## src/rtl/rx_en_pkg.sv

```systemverilog
`timescale 1ns/1ps
package rx_en_pkg;
  typedef enum logic {
    ST_OFF = 1'b0,
    ST_ON  = 1'b1
  } rx_state_e;

  typedef enum logic [1:0] {
    PH_IDLE  = 2'd0,
    PH_RECV  = 2'd1,
    PH_STORE = 2'd2
  } rx_phase_e;
endpackage

```

## src/rtl/rx_en_frame_trk.sv

```systemverilog
`timescale 1ns/1ps
module rx_en_frame_trk
  import rx_en_pkg::*;
(
  input  logic      clk_i,
  input  logic      rst_ni,
  input  logic      soft_rst_i,
  input  logic      accept_i,
  input  logic      eof_i,
  input  logic      sts_done_i,
  output rx_phase_e phase_o,
  output logic      busy_o
);
  rx_phase_e phase_q, phase_d;

  always_comb begin
    phase_d = phase_q;
    if (soft_rst_i) begin
      phase_d = PH_IDLE;
    end else begin
      unique case (phase_q)
        PH_IDLE:  if (accept_i)   phase_d = PH_RECV;
        PH_RECV:  if (eof_i)      phase_d = PH_STORE;
        PH_STORE: if (sts_done_i) phase_d = PH_IDLE;
        default:                  phase_d = PH_IDLE;
      endcase
    end
  end

  always_ff @(posedge clk_i or negedge rst_ni) begin
    if (!rst_ni) phase_q <= PH_IDLE;
    else         phase_q <= phase_d;
  end

  assign phase_o = phase_q;
  assign busy_o  = (phase_q != PH_IDLE);

  AST_EARLY_STS_HELD: assert property (@(posedge clk_i) disable iff (!rst_ni)
    (phase_q == PH_RECV && !eof_i && !soft_rst_i) |=> busy_o);
  AST_STORE_CLOSES: assert property (@(posedge clk_i) disable iff (!rst_ni)
    (phase_q == PH_STORE && sts_done_i && !soft_rst_i) |=> !busy_o);
endmodule

```

## src/rtl/rx_en_rearm.sv

```systemverilog
`timescale 1ns/1ps
module rx_en_rearm (
  input  logic clk_i,
  input  logic rst_ni,
  input  logic soft_rst_i,
  input  logic rx_en_i,
  output logic lock_o
);
  logic lock_q;

  // set by soft reset, released only once enable is seen low
  always_ff @(posedge clk_i or negedge rst_ni) begin
    if (!rst_ni)         lock_q <= 1'b0;
    else if (soft_rst_i) lock_q <= 1'b1;
    else if (!rx_en_i)   lock_q <= 1'b0;
  end

  assign lock_o = lock_q;

  AST_LOCK_HOLDS: assert property (@(posedge clk_i) disable iff (!rst_ni)
    (lock_q && rx_en_i && !soft_rst_i) |=> lock_o);
endmodule

```

## src/rtl/rx_en_state_fsm.sv

```systemverilog
`timescale 1ns/1ps
module rx_en_state_fsm
  import rx_en_pkg::*;
(
  input  logic      clk_i,
  input  logic      rst_ni,
  input  logic      soft_rst_i,
  input  logic      rx_en_i,
  input  logic      lock_i,
  input  logic      busy_i,
  input  logic      sof_i,
  output rx_state_e state_o,
  output logic      accept_o
);
  rx_state_e state_q, state_d;

  always_comb begin
    state_d = state_q;
    if (soft_rst_i) begin
      state_d = ST_OFF;
    end else begin
      unique case (state_q)
        ST_OFF: if (rx_en_i && !lock_i)  state_d = ST_ON;
        ST_ON:  if (!rx_en_i && !busy_i) state_d = ST_OFF;
        default:                         state_d = ST_OFF;
      endcase
    end
  end

  always_ff @(posedge clk_i or negedge rst_ni) begin
    if (!rst_ni) state_q <= ST_OFF;
    else         state_q <= state_d;
  end

  assign state_o  = state_q;
  assign accept_o = sof_i && (state_q == ST_ON) && rx_en_i && !busy_i && !soft_rst_i;

  AST_DRAIN_STAYS_ON: assert property (@(posedge clk_i) disable iff (!rst_ni)
    (state_q == ST_ON && busy_i && !soft_rst_i) |=> (state_o == ST_ON));
  AST_IDLE_DISABLE_OFF: assert property (@(posedge clk_i) disable iff (!rst_ni)
    (state_q == ST_ON && !rx_en_i && !busy_i && !soft_rst_i) |=> (state_o == ST_OFF));
  AST_LOCKED_STAYS_OFF: assert property (@(posedge clk_i) disable iff (!rst_ni)
    (state_q == ST_OFF && lock_i) |=> (state_o == ST_OFF));
endmodule

```

## src/rtl/rx_en_ctrl.sv

```systemverilog
`timescale 1ns/1ps
module rx_en_ctrl
  import rx_en_pkg::*;
(
  input  logic clk_i,
  input  logic rst_ni,
  input  logic soft_rst_i,
  input  logic rx_en_i,
  input  logic sof_i,
  input  logic eof_i,
  input  logic sts_done_i,
  output logic accept_o,
  output logic busy_o,
  output logic status_o
);
  rx_state_e state;
  rx_phase_e phase;
  logic      lock;
  logic      busy;
  logic      accept;

  rx_en_rearm u_rearm (
    .clk_i      (clk_i),
    .rst_ni     (rst_ni),
    .soft_rst_i (soft_rst_i),
    .rx_en_i    (rx_en_i),
    .lock_o     (lock)
  );

  rx_en_state_fsm u_fsm (
    .clk_i      (clk_i),
    .rst_ni     (rst_ni),
    .soft_rst_i (soft_rst_i),
    .rx_en_i    (rx_en_i),
    .lock_i     (lock),
    .busy_i     (busy),
    .sof_i      (sof_i),
    .state_o    (state),
    .accept_o   (accept)
  );

  rx_en_frame_trk u_trk (
    .clk_i      (clk_i),
    .rst_ni     (rst_ni),
    .soft_rst_i (soft_rst_i),
    .accept_i   (accept),
    .eof_i      (eof_i),
    .sts_done_i (sts_done_i),
    .phase_o    (phase),
    .busy_o     (busy)
  );

  assign accept_o = accept;
  assign busy_o   = busy;
  assign status_o = (state == ST_ON);

  AST_BUSY_NEEDS_ON: assert property (@(posedge clk_i) disable iff (!rst_ni)
    busy_o |-> status_o);
  AST_NO_ACCEPT_OFF: assert property (@(posedge clk_i) disable iff (!rst_ni)
    (!status_o || !rx_en_i) |-> !accept_o);
  AST_NO_ACCEPT_OPEN: assert property (@(posedge clk_i) disable iff (!rst_ni)
    (phase != PH_IDLE) |-> !accept_o);
  AST_SOFT_CLEARS: assert property (@(posedge clk_i) disable iff (!rst_ni)
    soft_rst_i |=> (!status_o && !busy_o));
  AST_ACCEPT_OPENS: assert property (@(posedge clk_i) disable iff (!rst_ni)
    accept_o |=> busy_o);
endmodule

```

## config.mk

```make
export PLATFORM = sky130hd
export DESIGN_NAME = rx_en_ctrl
export DESIGN_NICKNAME = d
export VERILOG_FILES = /design/src/rtl/rx_en_pkg.sv /design/src/rtl/rx_en_frame_trk.sv /design/src/rtl/rx_en_rearm.sv /design/src/rtl/rx_en_state_fsm.sv /design/src/rtl/rx_en_ctrl.sv
export SDC_FILE = /design/constraint.sdc
export NUM_CORES = 1
export LEC_CHECK = 0
export BUFFER_PORTS_ARGS = -buffer_cell sky130_fd_sc_hd__buf_4
export CORE_AREA = 2 2 39 41
export DETAILED_ROUTE_END_ITERATION = 7
export DIE_AREA = 0 0 41 43
export SKIP_CTS_REPAIR_TIMING = 1
export SKIP_LAST_GASP = 1
export SLEW_MARGIN = 20
export SYNTH_ARGS = -nofsm -noshare
export SYNTH_HDL_FRONTEND = slang
export SYNTH_HIERARCHICAL = 1
export SYNTH_SLANG_ARGS = --single-unit
```

## constraint.sdc

```tcl
create_clock -name clk_i -period 1.35 [get_ports clk_i]
set_input_delay 0.27 -clock clk_i [delete_from_list [all_inputs] [get_ports clk_i]]
set_output_delay 0.27 -clock clk_i [all_outputs]
set_load 0.1 [all_outputs]
```

# Word-level counts from Yosys, hierarchy flattened
# Cells that the tools add are included.
# totals
regBits	4
input_bits	7
output_inout_bits	3
elab_cells	34
# op_classes
n_eq_ne	6
muxes	11
bitwise_logic	1
n_reduce_logical	13
# ops
cell	count
3-bit != test, second input constant	3
2-bit two-way mux	4
1-bit logical AND	6
2-bit case mux with 3 select lines	1
1-bit two-way mux	5
1-bit logical NOT	4
3-bit AND reduction	1
2-bit by 1-bit equality test with 1-bit output, second input constant	1
2-bit equality test, second input constant	1
2-bit logical NOT	1
2-bit != test, second input constant	1
1-bit case mux with 2 select lines	1
2-bit nonzero test	1
1-bit NOT	1

# Longest topological paths before layout
# depth
depth_word	7
depth_mapped	5
depth_no_buf	5

# Cells and area by module
# The synthesis kept the hierarchy.
# modules_own_cells
module	n_inst	cells_each	area_each_um2	seq_area_each_um2
rx_en_frame_trk	1	8	91.3	50.0
rx_en_state_fsm	1	7	68.8	25.0
rx_en_rearm	1	2	32.5	25.0

# Worst setup path after synthesis
# OpenSTA, ideal clock, no wires.
# synth_path
path_type	register -> register
start	reg u_trk.phase_q[0] (netlist: u_trk/phase_o[0])
end	reg u_trk.phase_q[0] (netlist: u_trk/phase_o[0])
setup_time_ns	0.122
arrival_time_ns	2.900
t_required_ns	1.228
slack_ns	-1.672
path_stages_with_launch	6
n_path_buf	0
period_less_slack_ns	3.022
path_cell_list	dfrtp_1 -> or2_2 -> nand3b_1 -> nor3b_2 -> nor2_1 -> a2111oi_1
# synth_via
elab_chain_cells	6
elab_cells_between_ends	13
classes_between	eq/ne: 5; mux: 2; reduce/logical: 6
# synth_rtl
item	line_no	rtl
start: declaration	rx_en_frame_trk.sv:14	rx_phase_e phase_q, phase_d;
start signal: assignment	rx_en_frame_trk.sv:32	else phase_q <= phase_d;
2-bit nonzero test	rx_en_frame_trk.sv:36	assign busy_o = (phase_q != PH_IDLE);
named net busy_o	rx_en_ctrl.sv:13	output logic busy_o,
1-bit logical NOT	rx_en_state_fsm.sv:36	assign accept_o = sof_i && (state_q == ST_ON) && rx_en_i && !busy_i && !soft_rst_i;
1-bit logical AND (2 in series)	rx_en_state_fsm.sv:36	
named net accept_o	rx_en_ctrl.sv:12	output logic accept_o,
3-bit != test (no line)	--	
3-bit AND reduction (no line)	--	
# The timed path passes the listed nets, and every way through them passes these cells.
# A chain may end at the register's enable or synchronous reset.

# Worst setup path in the final report
# layout_path
start	reg u_trk.phase_q[1] (netlist: u_trk/phase_o[1])
end	out accept_o
# layout_via
elab_chain_cells	4
# layout_rtl
item	line_no
2-bit nonzero test	rx_en_frame_trk.sv:36
1-bit logical NOT	rx_en_state_fsm.sv:36
1-bit logical AND (2 in series)	rx_en_state_fsm.sv:36
end: declaration	rx_en_ctrl.sv:12
# No other way between the ends.

==> results.md <==
* Outcome: finished with violations
* Failing checks: negative setup slack
* # fillers at 148
* Util after Layout at 28.1%
* Via-to-Cell Ratio at 3.84
* Syn Area/Cell at 11.3 µm²
* Crit-path max FO at 2
* Mux cell area share after synthesis at 0%
* Main synth FF type: dfrtp_1
* Routed vias at 196
* Core Rows at 14
* DRC violation total after the first TritonRoute iteration at 3
* CTS root buffer: clkbuf_4
* Synth Area in Simple Gates at 33.1%
* CTS buffer count at 3
* Reg-to-Reg End: u_trk/phase_o[0]$_DFFE_PN0P_
* Pre-antenna DRT Iters at 3
* Arrival time at the worst endpoint at 1.52 ns
* Syn Nets at 24
* Worst setup path class: reg2out
* Top cells by area, synth: dfrtp_1, nand3b_1, nor3b_2
* Pleak at 0.173 nW
* Final nets at 43
* Unrepaired setup endpoints after global routing: yes
* Max Cap Violations at 0
* Synthesized area at 193 µm²
* All-Layer GR Usage at 7.55%
* DRC at 0
* Routed Antenna Nets at 0
* Fmax at 559 MHz
* Largest family of logic cells by synthesized area: simple AND/OR/NAND/NOR gates
* Yosys warning total at 6
* Initial antenna violation count at 0
* Number of synthesized register bits at 4
* Gr ovfl total at 0
* Setup ws final at -0.440 ns
* Final Hold Viols at 0
* DIE WIDTH at 41 µm
* # setup viols final at 3
* RR Startpoint: u_trk/phase_o[1]$_DFFE_PN0P_
* Flop2flop setup slack at -0.21 ns
* Worst Hold Class: in2reg
* Worst-margin pin slew at 0.279 ns
* Ant diodes at 0
* Critical Path Sink Type: output port
* Unique masters post-synth at 13
* Proportion of synthesized chip area in sequential cells at 51.9%
* Xor and xnor area share after synthesis at 0%
* Port bufs at 9
* CTS sink count at 4
* Worst vdd ir at 0.000378 V
* Final min period at 1.79 ns
* R2r worst-path depth at 6
* WL final at 492 µm
* FF+latch area at 101 µm²
* Proportion of layout cells with a drive suffix above 1 at 60.0%
* TritonCTS clock tree: done
* Initial Utilization at 13.9%
* Core Region at 0.00138 mm²
* Complex-gate fraction of the synthesized area at 14.9%
* Clock transition at path regs at 0.04 ns
* Crit path to: accept_o
* Placed Instances at 45
* Die area at 0.00176 mm²
* Ys async rst share at 100%
* Ports at 10
* Area share of fa/ha/maj cells after synthesis at 0%
* Slew Viols, Final at 0
* Critical path required time at 1.08 ns
* Top-count cell post-synth: dfrtp_1
* First-pass GRT wire length at 807 µm
* Origin of the worst setup path: u_trk/phase_o[1]$_DFFE_PN0P_
* Crit path launch type: register
* Mapped Cells at 17
* Number of global-route vias before repair at 198
* Wire length per cell at 9.65 µm
* Synth top cells by count: dfrtp_1, nand3b_1
* Yosys top cell by area: dfrtp_1
* Largest net degree at the start of global routing at 7
* Multi-input logic area at 109 µm²
* Worst skew pair latency at 0.24 ns
* Synth top area share at 51.9%
* EDFF count, synth at 0
* Setup Skew at 0.00538 ns
* Die height at 43 µm
* CTS H-tree depth at 1
* Finished Layout Cells at 51
* Max Buffers Root-to-Sink at 2
* Max_slew headroom at 81.6%
* Synth-to-Final Area Change at 102%
* Gpl congestion at 0.684
* P per Cell Area at 905 mW/mm²
* Final period utilization at 133%
[area by class of cell]
class | instances | share of cell area [%]
Timing Repair Buffer | 14 | 34.1
Multi-Input combinational cell | 13 | 28.0
Sequential cell | 4 | 26.0
Clock buffer | 4 | 6.75
Tap cell | 16 | 5.14
[per-stage QoR]
stage	instance area, µm²	total power [mW]	setup WS [ns]	hold slack, ns	TNS [ns]
final	389	0.352	-0.440	0.228	-0.722
after global routing	389	0.375	-0.493	0.221	-0.867
after CTS	339	0.357	-0.491	-0.191	-0.776
after detailed placement	313	0.182	-0.230	0.0721	-0.374
after global placement	313	0.181	-0.232	0.0707	-0.360
after floorplan	203	0.155	-1.06	-0.0256	-1.87
[layer usage]
metal	wire, µm	share of wire (%)	global-route usage [%]
met5	0	0	0
met4	4	0.81	8.00
met3	44	8.9	4.71
met2	182	37	6.88
met1	259	53	10.4
[how the worst min path moves through the flow]
| stage | start | end | slack, ns | cells after the start |
|---|---|---|---|---|
| 3_3_place_gp | rst_ni | u_rearm/lock_o$_DFFE_PN0P_ | 0.07 | 1 |
| 3_5_place_dp | rst_ni | u_trk/phase_o[0]$_DFFE_PN0P_ | 0.07 | 1 |
| 6_report | eof_i | u_trk/phase_o[0]$_DFFE_PN0P_ | 0.23 | 2 |
| 5_1_grt | eof_i | u_trk/phase_o[0]$_DFFE_PN0P_ | 0.22 | 2 |
| 2_1_floorplan | rst_ni | u_fsm/state_o$_DFF_PN0_ | -0.03 | 0 |
| 4_1_cts | rst_ni | u_rearm/lock_o$_DFFE_PN0P_ | -0.19 | 1 |
[registers in the layout, indices dropped and copies added, names as in the netlist]
register / count
u_rearm/lock_o: 1
u_fsm/state_o: 1
u_trk/phase_o: 2
[cells in the final DEF, fill, tap and decap left out]
master / Yosys / final
nor3b_4: 0 / 1
clkbuf_1: 0 / 1
nor2_2: 0 / 1
nor2b_1: 1 / 1
nand2_1: 1 / 1
a21oi_1: 1 / 1
o22ai_1: 1 / 1
buf_4: 0 / 11
or2_4: 0 / 1
nand3b_1: 2 / 2
dfrtp_2: 0 / 1
or3b_1: 1 / 1
buf_12: 0 / 2
a21o_1: 1 / 1
clkbuf_4: 0 / 3
dlygate4sd3_1: 0 / 1
dfrtp_1: 4 / 3
a2111oi_2: 0 / 1
or2b_1: 1 / 1
[logic make-up after synthesis]
logic type / Yosys count
AOI/OAI and AO/OA: 4
DFF: 4
and+or+nand+nor: 9
[worst max-delay path, cell delays in order (launching register included)]
cell and delay (ns):
dfrtp_1 0.37, or2_4 0.25, nand3b_1 0.19, nor3b_4 0.27
buf_12 0.21
[where the power goes]
part           leakage [nW]  total, mW  internal (mW)  switching, mW
Sequential           0.0507      0.127          0.125        0.00232
Clock                0.0150      0.166          0.111         0.0550
Combinational         0.108     0.0590         0.0269         0.0321
Power figures use the tool's default switching activity.
